==> config.mk <==
export PLATFORM = sky130hd
export DESIGN_NAME = dram_lp_ctrl
export DESIGN_NICKNAME = d
export VERILOG_FILES = /design/src/rtl/dlp_pkg.sv /design/src/rtl/dlp_idle_timer.sv /design/src/rtl/dlp_exit_timer.sv /design/src/rtl/dram_lp_ctrl.sv
export SDC_FILE = /design/constraint.sdc
export NUM_CORES = 1
export LEC_CHECK = 0
export CAP_MARGIN = 5
export CORE_MARGIN = 3
export CORE_UTILIZATION = 41
export DETAILED_ROUTE_END_ITERATION = 8
export PLACE_DENSITY_LB_ADDON = 0.1
export SYNTH_ARGS = -nofsm -noshare
export SYNTH_HDL_FRONTEND = slang
export SYNTH_SLANG_ARGS = --single-unit
==> constraint.sdc <==
create_clock -name clk -period 2.15 [get_ports clk]
set_clock_uncertainty 0.1 [all_clocks]
set_input_delay 0.43 -clock clk [delete_from_list [all_inputs] [get_ports clk]]
set_output_delay 0.43 -clock clk [all_outputs]
set_load 0.02 [all_outputs]
==> src/rtl/dlp_pkg.sv <==
package dlp_pkg;

    localparam int SHORT_W   = 4;
    localparam int LONG_W    = 8;
    localparam int IDLE_STEP = 64;
    localparam int IDLE_W    = $clog2(2 * IDLE_STEP + 1);

    typedef enum logic [1:0] {
        LPM_OFF  = 2'd0,
        LPM_SELF = 2'd1,
        LPM_PDN  = 2'd2,
        LPM_DEEP = 2'd3
    } lp_mode_e;

    typedef enum logic [1:0] {
        ST_RUN,
        ST_SLEEP,
        ST_WAKE
    } ctl_state_e;

    typedef enum logic [2:0] {
        CMD_NONE   = 3'd0,
        CMD_SR_IN  = 3'd1,
        CMD_PD_IN  = 3'd2,
        CMD_DPD_IN = 3'd3,
        CMD_SR_OUT = 3'd4,
        CMD_PD_OUT = 3'd5
    } lp_cmd_e;

    typedef struct packed {
        logic               slow_exit;
        logic [SHORT_W-1:0] t_pd_exit;
        logic [LONG_W-1:0]  t_sr_nonread;
        logic [LONG_W-1:0]  t_sr_read;
        logic [SHORT_W-1:0] t_rd_fast;
        logic [SHORT_W-1:0] t_rd_slow;
    } exit_cfg_t;

    // Idle edges that must pass before entry; code 3 is treated like code 2.
    function automatic logic [IDLE_W-1:0] idle_limit(input logic [1:0] code);
        case (code)
            2'd0:    return '0;
            2'd1:    return IDLE_W'(IDLE_STEP);
            default: return IDLE_W'(2 * IDLE_STEP);
        endcase
    endfunction

    function automatic lp_cmd_e entry_cmd(input lp_mode_e m);
        case (m)
            LPM_SELF: return CMD_SR_IN;
            LPM_PDN:  return CMD_PD_IN;
            LPM_DEEP: return CMD_DPD_IN;
            default:  return CMD_NONE;
        endcase
    endfunction

    function automatic lp_cmd_e leave_cmd(input lp_mode_e m);
        return (m == LPM_SELF) ? CMD_SR_OUT : CMD_PD_OUT;
    endfunction

    function automatic logic [LONG_W-1:0] wake_delay(input lp_mode_e  kind,
                                                     input logic      rd,
                                                     input exit_cfg_t c);
        logic [SHORT_W-1:0] short_sel;
        short_sel = rd ? (c.slow_exit ? c.t_rd_slow : c.t_rd_fast) : c.t_pd_exit;
        case (kind)
            LPM_SELF: return rd ? c.t_sr_read : c.t_sr_nonread;
            LPM_PDN:  return {{(LONG_W - SHORT_W){1'b0}}, short_sel};
            default:  return '0;
        endcase
    endfunction

endpackage

==> src/rtl/dlp_idle_timer.sv <==
module dlp_idle_timer
    import dlp_pkg::*;
#(
    parameter int CNT_W = IDLE_W
) (
    input  logic             clk,
    input  logic             rst,
    input  logic             armed,
    input  logic             activity,
    input  logic [CNT_W-1:0] limit,
    output logic             expired
);

    logic [CNT_W-1:0] cnt;

    always_ff @(posedge clk) begin
        if (rst || !armed || activity) begin
            cnt <= '0;
        end else if (cnt < limit) begin
            cnt <= cnt + 1'b1;
        end
    end

    assign expired = armed && !activity && (cnt >= limit);

    // any busy edge clears the idle count
    a_r3_restart: assert property (@(posedge clk) disable iff (rst)
        activity |=> (cnt == '0))
        else $error("idle count not restarted by activity");

    // the count never runs past the limit while the limit holds
    a_r3_no_overrun: assert property (@(posedge clk) disable iff (rst)
        ($stable(limit) && cnt <= limit) |=> (cnt <= limit))
        else $error("idle count ran past the limit");

endmodule

==> src/rtl/dlp_exit_timer.sv <==
module dlp_exit_timer
    import dlp_pkg::*;
#(
    parameter int W = LONG_W
) (
    input  logic         clk,
    input  logic         rst,
    input  logic         load,
    input  logic [W-1:0] load_val,
    output logic         done
);

    logic [W-1:0] cnt;

    always_ff @(posedge clk) begin
        if (rst) begin
            cnt <= '0;
        end else if (load) begin
            cnt <= load_val;
        end else if (cnt != '0) begin
            cnt <= cnt - 1'b1;
        end
    end

    assign done = (cnt == '0);

    // the exit delay drains by exactly one per cycle
    a_r8_countdown: assert property (@(posedge clk) disable iff (rst)
        (!load && cnt != '0) |=> (cnt == $past(cnt) - 1'b1))
        else $error("exit delay did not step down by one");

endmodule

==> src/rtl/dram_lp_ctrl.sv <==
module dram_lp_ctrl
    import dlp_pkg::*;
(
    input  logic               clk,
    input  logic               rst,
    input  logic [1:0]         cfg_mode,
    input  logic [1:0]         cfg_timeout,
    input  logic               cfg_clk_freeze,
    input  logic               cfg_slow_exit,
    input  logic [SHORT_W-1:0] cfg_t_pd_exit,
    input  logic [LONG_W-1:0]  cfg_t_sr_nonread,
    input  logic [LONG_W-1:0]  cfg_t_sr_read,
    input  logic [SHORT_W-1:0] cfg_t_rd_fast,
    input  logic [SHORT_W-1:0] cfg_t_rd_slow,
    input  logic               xfer_busy,
    input  logic               req_valid,
    input  logic               req_is_read,
    output logic               acc_ready,
    output logic               mem_cke,
    output logic               mem_clk_en,
    output logic               cmd_valid,
    output logic [2:0]         cmd_type
);

    ctl_state_e state_q;
    lp_mode_e   kind_q;
    lp_cmd_e    cmd_q;
    logic       cmd_v_q;

    exit_cfg_t  ecfg;
    lp_mode_e   mode_sel;
    logic       activity;
    logic       idle_expired;
    logic       entry_go;
    logic       wake_go;
    logic       exit_done;
    logic [LONG_W-1:0] delay_sel;

    assign mode_sel = lp_mode_e'(cfg_mode);
    assign activity = xfer_busy | req_valid;

    always_comb begin
        ecfg.slow_exit    = cfg_slow_exit;
        ecfg.t_pd_exit    = cfg_t_pd_exit;
        ecfg.t_sr_nonread = cfg_t_sr_nonread;
        ecfg.t_sr_read    = cfg_t_sr_read;
        ecfg.t_rd_fast    = cfg_t_rd_fast;
        ecfg.t_rd_slow    = cfg_t_rd_slow;
    end

    dlp_idle_timer #(.CNT_W(IDLE_W)) u_idle (
        .clk      (clk),
        .rst      (rst),
        .armed    (state_q == ST_RUN),
        .activity (activity),
        .limit    (idle_limit(cfg_timeout)),
        .expired  (idle_expired)
    );

    assign entry_go  = idle_expired && (mode_sel != LPM_OFF);
    assign wake_go   = (state_q == ST_SLEEP) && req_valid && (kind_q != LPM_DEEP);
    assign delay_sel = wake_delay(kind_q, req_is_read, ecfg);

    dlp_exit_timer #(.W(LONG_W)) u_exit (
        .clk      (clk),
        .rst      (rst),
        .load     (wake_go),
        .load_val (delay_sel),
        .done     (exit_done)
    );

    always_ff @(posedge clk) begin
        if (rst) begin
            state_q <= ST_RUN;
            kind_q  <= LPM_OFF;
            cmd_q   <= CMD_NONE;
            cmd_v_q <= 1'b0;
        end else begin
            cmd_v_q <= 1'b0;
            cmd_q   <= CMD_NONE;
            case (state_q)
                ST_RUN: begin
                    if (entry_go) begin
                        state_q <= ST_SLEEP;
                        kind_q  <= mode_sel;
                        cmd_q   <= entry_cmd(mode_sel);
                        cmd_v_q <= 1'b1;
                    end
                end
                ST_SLEEP: begin
                    if (wake_go) begin
                        state_q <= ST_WAKE;
                        cmd_q   <= leave_cmd(kind_q);
                        cmd_v_q <= 1'b1;
                    end
                end
                ST_WAKE: begin
                    if (exit_done) begin
                        state_q <= ST_RUN;
                    end
                end
                default: state_q <= ST_RUN;
            endcase
        end
    end

    assign mem_cke    = (state_q != ST_SLEEP);
    assign mem_clk_en = !((state_q == ST_SLEEP) &&
                          ((kind_q == LPM_SELF) || cfg_clk_freeze));
    assign acc_ready  = (state_q == ST_RUN) || ((state_q == ST_WAKE) && exit_done);
    assign cmd_valid  = cmd_v_q;
    assign cmd_type   = cmd_q;

    // the clock is only ever stopped with CKE low
    a_r5_gate_needs_cke: assert property (@(posedge clk) disable iff (rst)
        !mem_clk_en |-> !mem_cke)
        else $error("memory clock stopped with CKE high");

    // no ready while the device sleeps
    a_r8_no_ready_asleep: assert property (@(posedge clk) disable iff (rst)
        !mem_cke |-> !acc_ready)
        else $error("ready raised with CKE low");

    // deep power-down is left only through reset
    a_r9_deep_holds: assert property (@(posedge clk) disable iff (rst)
        (state_q == ST_SLEEP && kind_q == LPM_DEEP) |=> (state_q == ST_SLEEP))
        else $error("deep power-down left without reset");

    // with the feature off the device stays awake
    a_r2_off_awake: assert property (@(posedge clk) disable iff (rst)
        (state_q == ST_RUN && mode_sel == LPM_OFF) |=> mem_cke)
        else $error("low-power entry with mode off");

    // a wake raises CKE and strobes a leave command
    a_r6_wake_strobe: assert property (@(posedge clk) disable iff (rst)
        wake_go |=> (cmd_valid && mem_cke))
        else $error("wake without command strobe");

endmodule

### Yosys cells after proc, flatten, opt, wreduce, memory -nomap -nowiden

Cells that the tools add are included.

| word-level totals | value |
|---|---|
| register bits | 24 |
| output and inout port bits | 7 |

| operators by class | value |
|---|---|
| equal/unequal tests | 13 |
| reductions and logical operators | 22 |
| multiplexer cells | 19 |
| bitwise logic cells | 1 |
| $lt $le $gt $ge | 2 |
| $add $sub $neg | 2 |

Operators with widths:

| kind | number |
|---|---|
| 8-bit case mux with 2 select lines | 2 |
| 8-bit 2-to-1 mux | 3 |
| 2-bit case mux with 3 select lines | 2 |
| 8-bit by 1-bit adder with 8-bit output (second input constant) | 1 |
| 2-bit by 1-bit equality test with 1-bit output (second input constant) | 4 |
| 2-bit equality test (second input constant) | 4 |
| 8-bit greater-or-equal comparator | 1 |
| 8-bit logical NOT | 1 |
| 8-bit less-than comparator | 1 |
| 2-bit 2-to-1 mux | 4 |
| 4-bit 2-to-1 mux | 2 |
| 8-bit nonzero test | 1 |
| 8-bit by 1-bit subtractor with 8-bit output (second input constant) | 1 |
| 1-bit logical AND | 7 |
| 2-bit != test (second input constant) | 3 |
| 3-bit case mux with 2 select lines | 1 |
| 2-bit logical NOT | 2 |
| 1-bit logical OR | 4 |
| 2-bit by 1-bit != test with 1-bit output (second input constant) | 2 |
| 2-bit nonzero test | 2 |
| 1-bit logical NOT | 3 |
| 1-bit 2-to-1 mux | 3 |
| 3-bit 2-to-1 mux | 1 |
| 3-bit AND reduction | 1 |
| 3 further kinds | 3 |

### Logic depth before layout (Yosys ltp)

| depth | value |
|---|---|
| word-level depth | 7 |
| depth in mapped cells | 7 |
| gate-level depth less buffers | 6 |

### By module

From an unflattened synthesis, not the netlist that was laid out.

| second synthesis, totals | value |
|---|---|
| cell total of the unflattened synthesis | 203 |
| area total of the unflattened synthesis | 1739.2 µm² |

Modules (own cells, without submodules):

| module | times used | cells an instance | sequential area each (µm²) | area an instance (µm²) |
|---|---|---|---|---|
| dram_lp_ctrl | 1 | 76 | 160.2 | 650.6 |
| dlp_idle_timer | 1 | 74 | 160.2 | 613.1 |
| dlp_exit_timer | 1 | 53 | 160.2 | 475.5 |

### Worst setup path after synthesis

OpenSTA, ideal clock, no wires.

| timing | value |
|---|---|
| kind | input port to flip-flop |
| start point | input port cfg_timeout[0] |
| end point | register kind_q[1] |
| setup time | 116 ps |
| stages on the path | 7 |
| path slack | 37 ps |
| arrival time | 1898 ps |
| buffers on the path | 1 |
| cells stage by stage | nor2b_1 -> ha_1 -> and4b_1 -> a211oi_1 -> or4_4 -> buf_6 -> a31o_1 |

| between the ends | value |
|---|---|
| word-level cells in the longest chain between the ends | 6 |

RTL lines:

| element | RTL line | source |
|---|---|---|
| from (decl) | dram_lp_ctrl.sv:7 | `input logic [1:0] cfg_timeout,` |
| 2-bit by 1-bit equality test with 1-bit output or 2-bit logical NOT (tied branches) | dlp_pkg.sv:41 | `case (code)` |
| 8-bit case mux with 2 select lines * | dlp_pkg.sv:41 |  |
| 8-bit greater-or-equal comparator * | dlp_idle_timer.sv:24 | `assign expired = armed && !activity && (cnt >= limit);` |
| 1-bit logical AND * | dlp_idle_timer.sv:24 |  |
| 1-bit logical AND * | dram_lp_ctrl.sv:60 | `assign entry_go = idle_expired && (mode_sel != LPM_OFF);` |
| 2-bit AND reduction (no line) * | - |  |
| to (signal assigned) | dram_lp_ctrl.sv:85 | `kind_q <= mode_sel;` |
| to (decl) | dram_lp_ctrl.sv:26 | `lp_mode_e kind_q;` |

Mark *: on every way between the ends. The rest lies on a longest branch, timed or not.
A chain may end at the register's enable or synchronous reset.

### Worst setup path after layout

| timing | value |
|---|---|
| start point | register u_exit.cnt[1] |
| end point | output port acc_ready |

| between the ends | value |
|---|---|
| word-level cells in the longest chain between the ends | 3 |

RTL lines:

| element | RTL line | source |
|---|---|---|
| from (decl) | dlp_exit_timer.sv:13 | `logic [W-1:0] cnt;` |
| from (signal assigned) | dlp_exit_timer.sv:19 | `cnt <= load_val;` |
| from (signal assigned) | dlp_exit_timer.sv:21 | `cnt <= cnt - 1'b1;` |
| 8-bit logical NOT | dlp_exit_timer.sv:25 | `assign done = (cnt == '0);` |
| 1-bit logical AND | dram_lp_ctrl.sv:110 | `assign acc_ready = (state_q == ST_RUN) \|\| ((state_q == ST_WAKE) && exit_done);` |
| 1-bit logical OR | dram_lp_ctrl.sv:110 |  |
| to (decl) | dram_lp_ctrl.sv:18 | `output logic acc_ready,` |

No other way between the ends.

==> summary.txt <==
status: complete, but fails checks
violated checks: setup timing
Hold Vio Cnt, Final: 0
Worst Slack Setup Final: -110.1 ps
# clock sinks: 24
synth top area cells: dfxtp_1, ha_1, a21oi_1
number of port buffers: 45
vias: 1,442
Synth top area share: 33.45%
most common cell in the netlist: dfxtp_1
root buffer cell: clkbuf_4
MaxCap Viol Count: 0
CP max FO: 2
hold crit path type: reg -> reg
post-synthesis sequential element count: 24
Via density: 5.225
worst-margin pin slew: 313.3 ps
layout cell share with drive strength beyond 1: 21.98%
initial antenna violation count: 0
crit path kind: reg -> out
placed cell count: 271
Fillers: 276
Final GP Congestion: 0.8888
total congestion overflow: 0
Die X: 65.19 um
CTS max path bufs: 2
reg2reg setup slack: 250 ps
cell breakdown of the critical path: inv_2 -> ha_4 -> or4b_4 -> nand2b_4 -> a21oi_2 -> buf_6
Area Overhead vs Synth: 50.00%
Worst EP arrival: 1730 ps
Routed Antenna Nets: 0
number of synthesized flops with an enable pin: 0
CP Capture Type: output port
I/O pin cnt: 46
Global Route Usage Sum: 18.70%
peak supply drop: 473.1 uV
Syn. warnings: 0
Final HPWL DP: 3085 um
synth unique cells: 44
mean area per synthesized cell: 8.653 um2
Clock transition at path regs: 130 ps
RSZ-0062 raised after global routing: yes
Crit-path slowest cell: or4b_4
final setup fails: 1
Final #Nets: 280
slew margin rel.: 78.99%
1st-pass router iterations: 4
top cell type by total area after synthesis: dfxtp_1
Routed WL per cell: 13.74 um
area of the multi-input gates: 909.6 um2
Fmax achieved: 442.5 MHz
vias in the first global route: 1,454
Finished Layout Cells: 276
crit share post-route: 105.1%
static leakage: 0.0008477 uW
setup TNS: -110.1 ps
DRT Wirelength: 3791 um
CP max stage delay: 450 ps
clk_lat worst skew: 320 ps
fin crit period: 2260 ps
row count: 20
CTS H-tree lvls: 1
DIE AREA: 4250 um2
Initial Utilization: 44.84%
initial DRC count: 76
FF+latch area: 485.5 um2
CTS tree: yes
Async SR Flop Fraction: 0%
CP startpoint kind: flip-flop
pin count of the biggest net entering global routing: 14
DR DRC count: 0
diodes inserted: 0
die height: 65.19 um
syn nets: 213
first-pass GRT wire length: 6389 um
mapped cell area: 1436 um2
critical path required time: 1620 ps
Seq/Total Area, Yosys: 33.45%
final count of pins violating max slew: 0
power density cells: 776.0 nW/um2
total CTS buffers: 3
Core Region: 3203 um2
Synth Flop Type: dfxtp_1
Syn Inst Count: 166
synth cell count leaders: dfxtp_1, nor2_1, inv_1
==> metrics by stage <==
step / utilization, % / area (um2) / power [uW] / hold slack, ps / worst slack, ps
2_1_floorplan: - / 1436 / 1043 / 372.4 / 36.60
6_report: 67.27 / 2155 / 1672 / 420.1 / -110.1
5_1_grt: 67.27 / 2155 / 1794 / 456.2 / -189.5
3_3_place_gp: 64.84 / 2077 / 1337 / 386.7 / -338.3
3_5_place_dp: 64.84 / 2077 / 1372 / 402.4 / -351.5
4_1_cts: 66.17 / 2120 / 1632 / 421.2 / -176.6
==> per-layer routing <==
| metal | share of wire, % | routed length [um] | vias up | global-route usage, % |
|---|---|---|---|---|
| met3 | 4.6 | 173 | 2 | 4.274 |
| met5 | 0 | 0 | - | 0 |
| met1 | 47 | 1781 | 676 | 23.42 |
| met4 | 0.32 | 12 | 0 | 2.332 |
| met2 | 48 | 1823 | 30 | 33.38 |
| li1 | - | - | 734 | - |
==> area by class of cell <==
cell class                      count  area share [%]
Clock buffer                        4           1.684
Inverter                           13           2.265
Multi-Input combinational cell    123           42.22
Sequential cell                    24           22.53
Tap cell                           44           2.555
Timing Repair Buffer               68           28.75
==> power by group <==
| part | internal (uW) | switching [uW] |
|---|---|---|
| clock | 103 | 142 |
| combinational | 478 | 367 |
| sequential | 524 | 57.9 |
| total | 1110 | 566 |
==> path summary, 6_finish.rpt <==
check | end | depth (start not counted) | from
worst max-delay path | acc_ready | 6 | u_exit.cnt[1]
worst min-delay path | u_idle.cnt[7] | 2 | u_idle.cnt[6]
worst max register to register | u_exit.cnt[0] | 7 | u_exit.cnt[1]
worst min register to register | u_idle.cnt[7] | 2 | u_idle.cnt[6]
==> cell families after synthesis <==
logic type               share of synthesized area, %
multiplexers                                    6.620
AND/OR/NAND/NOR                                 23.08
XOR/XNOR                                        5.488
flip-flops                                      33.45
adder cells (fa/ha/maj)                         6.969
buffers and inverters                           5.487
AO/OA/AOI/OAI                                   18.90
==> timing repair <==
item / 4_1_cts / 5_1_grt
buffers inserted: 0 / 1
resized for setup: 8 / 14
pin swaps: 1 / 2
endpoints found under the setup margin: 4 / 4
hold buffers: 0 / 0
endpoints found under the hold margin: 0 / 0
==> sequential cells by signal, indices dropped and copies added (netlist names) <==
name        flops
cmd_type        3
cmd_valid       1
kind_q          2
state_q         2
u_exit.cnt      8
u_idle.cnt      8
==> cells in the final DEF (no fill, tap or decap), types with 5 or more instances in the layout <==
| master | Yosys | layout |
|---|---|---|
| nor2_1 | 14 | 14 |
| dfxtp_1 | 24 | 20 |
| a21oi_1 | 11 | 10 |
| nand2_1 | 10 | 10 |
| buf_4 | 0 | 23 |
| nor3_1 | 5 | 5 |
| ha_1 | 8 | 7 |
| nand3_1 | 5 | 5 |
| mux2i_1 | 5 | 5 |
| inv_1 | 13 | 11 |
| o21ai_0 | 6 | 6 |
| xnor2_1 | 6 | 6 |
| clkdlybuf4s50_1 | 0 | 43 |
==> critical path: cells and delay by family, from the launching register on <==
kind / cells / cell delay [ps]
fa+ha+maj: 1 / 120
compound gates: 1 / 130
flops: 1 / 350
buf+inv: 2 / 190
simple gates: 2 / 620
Power figures use the tool's default switching activity.
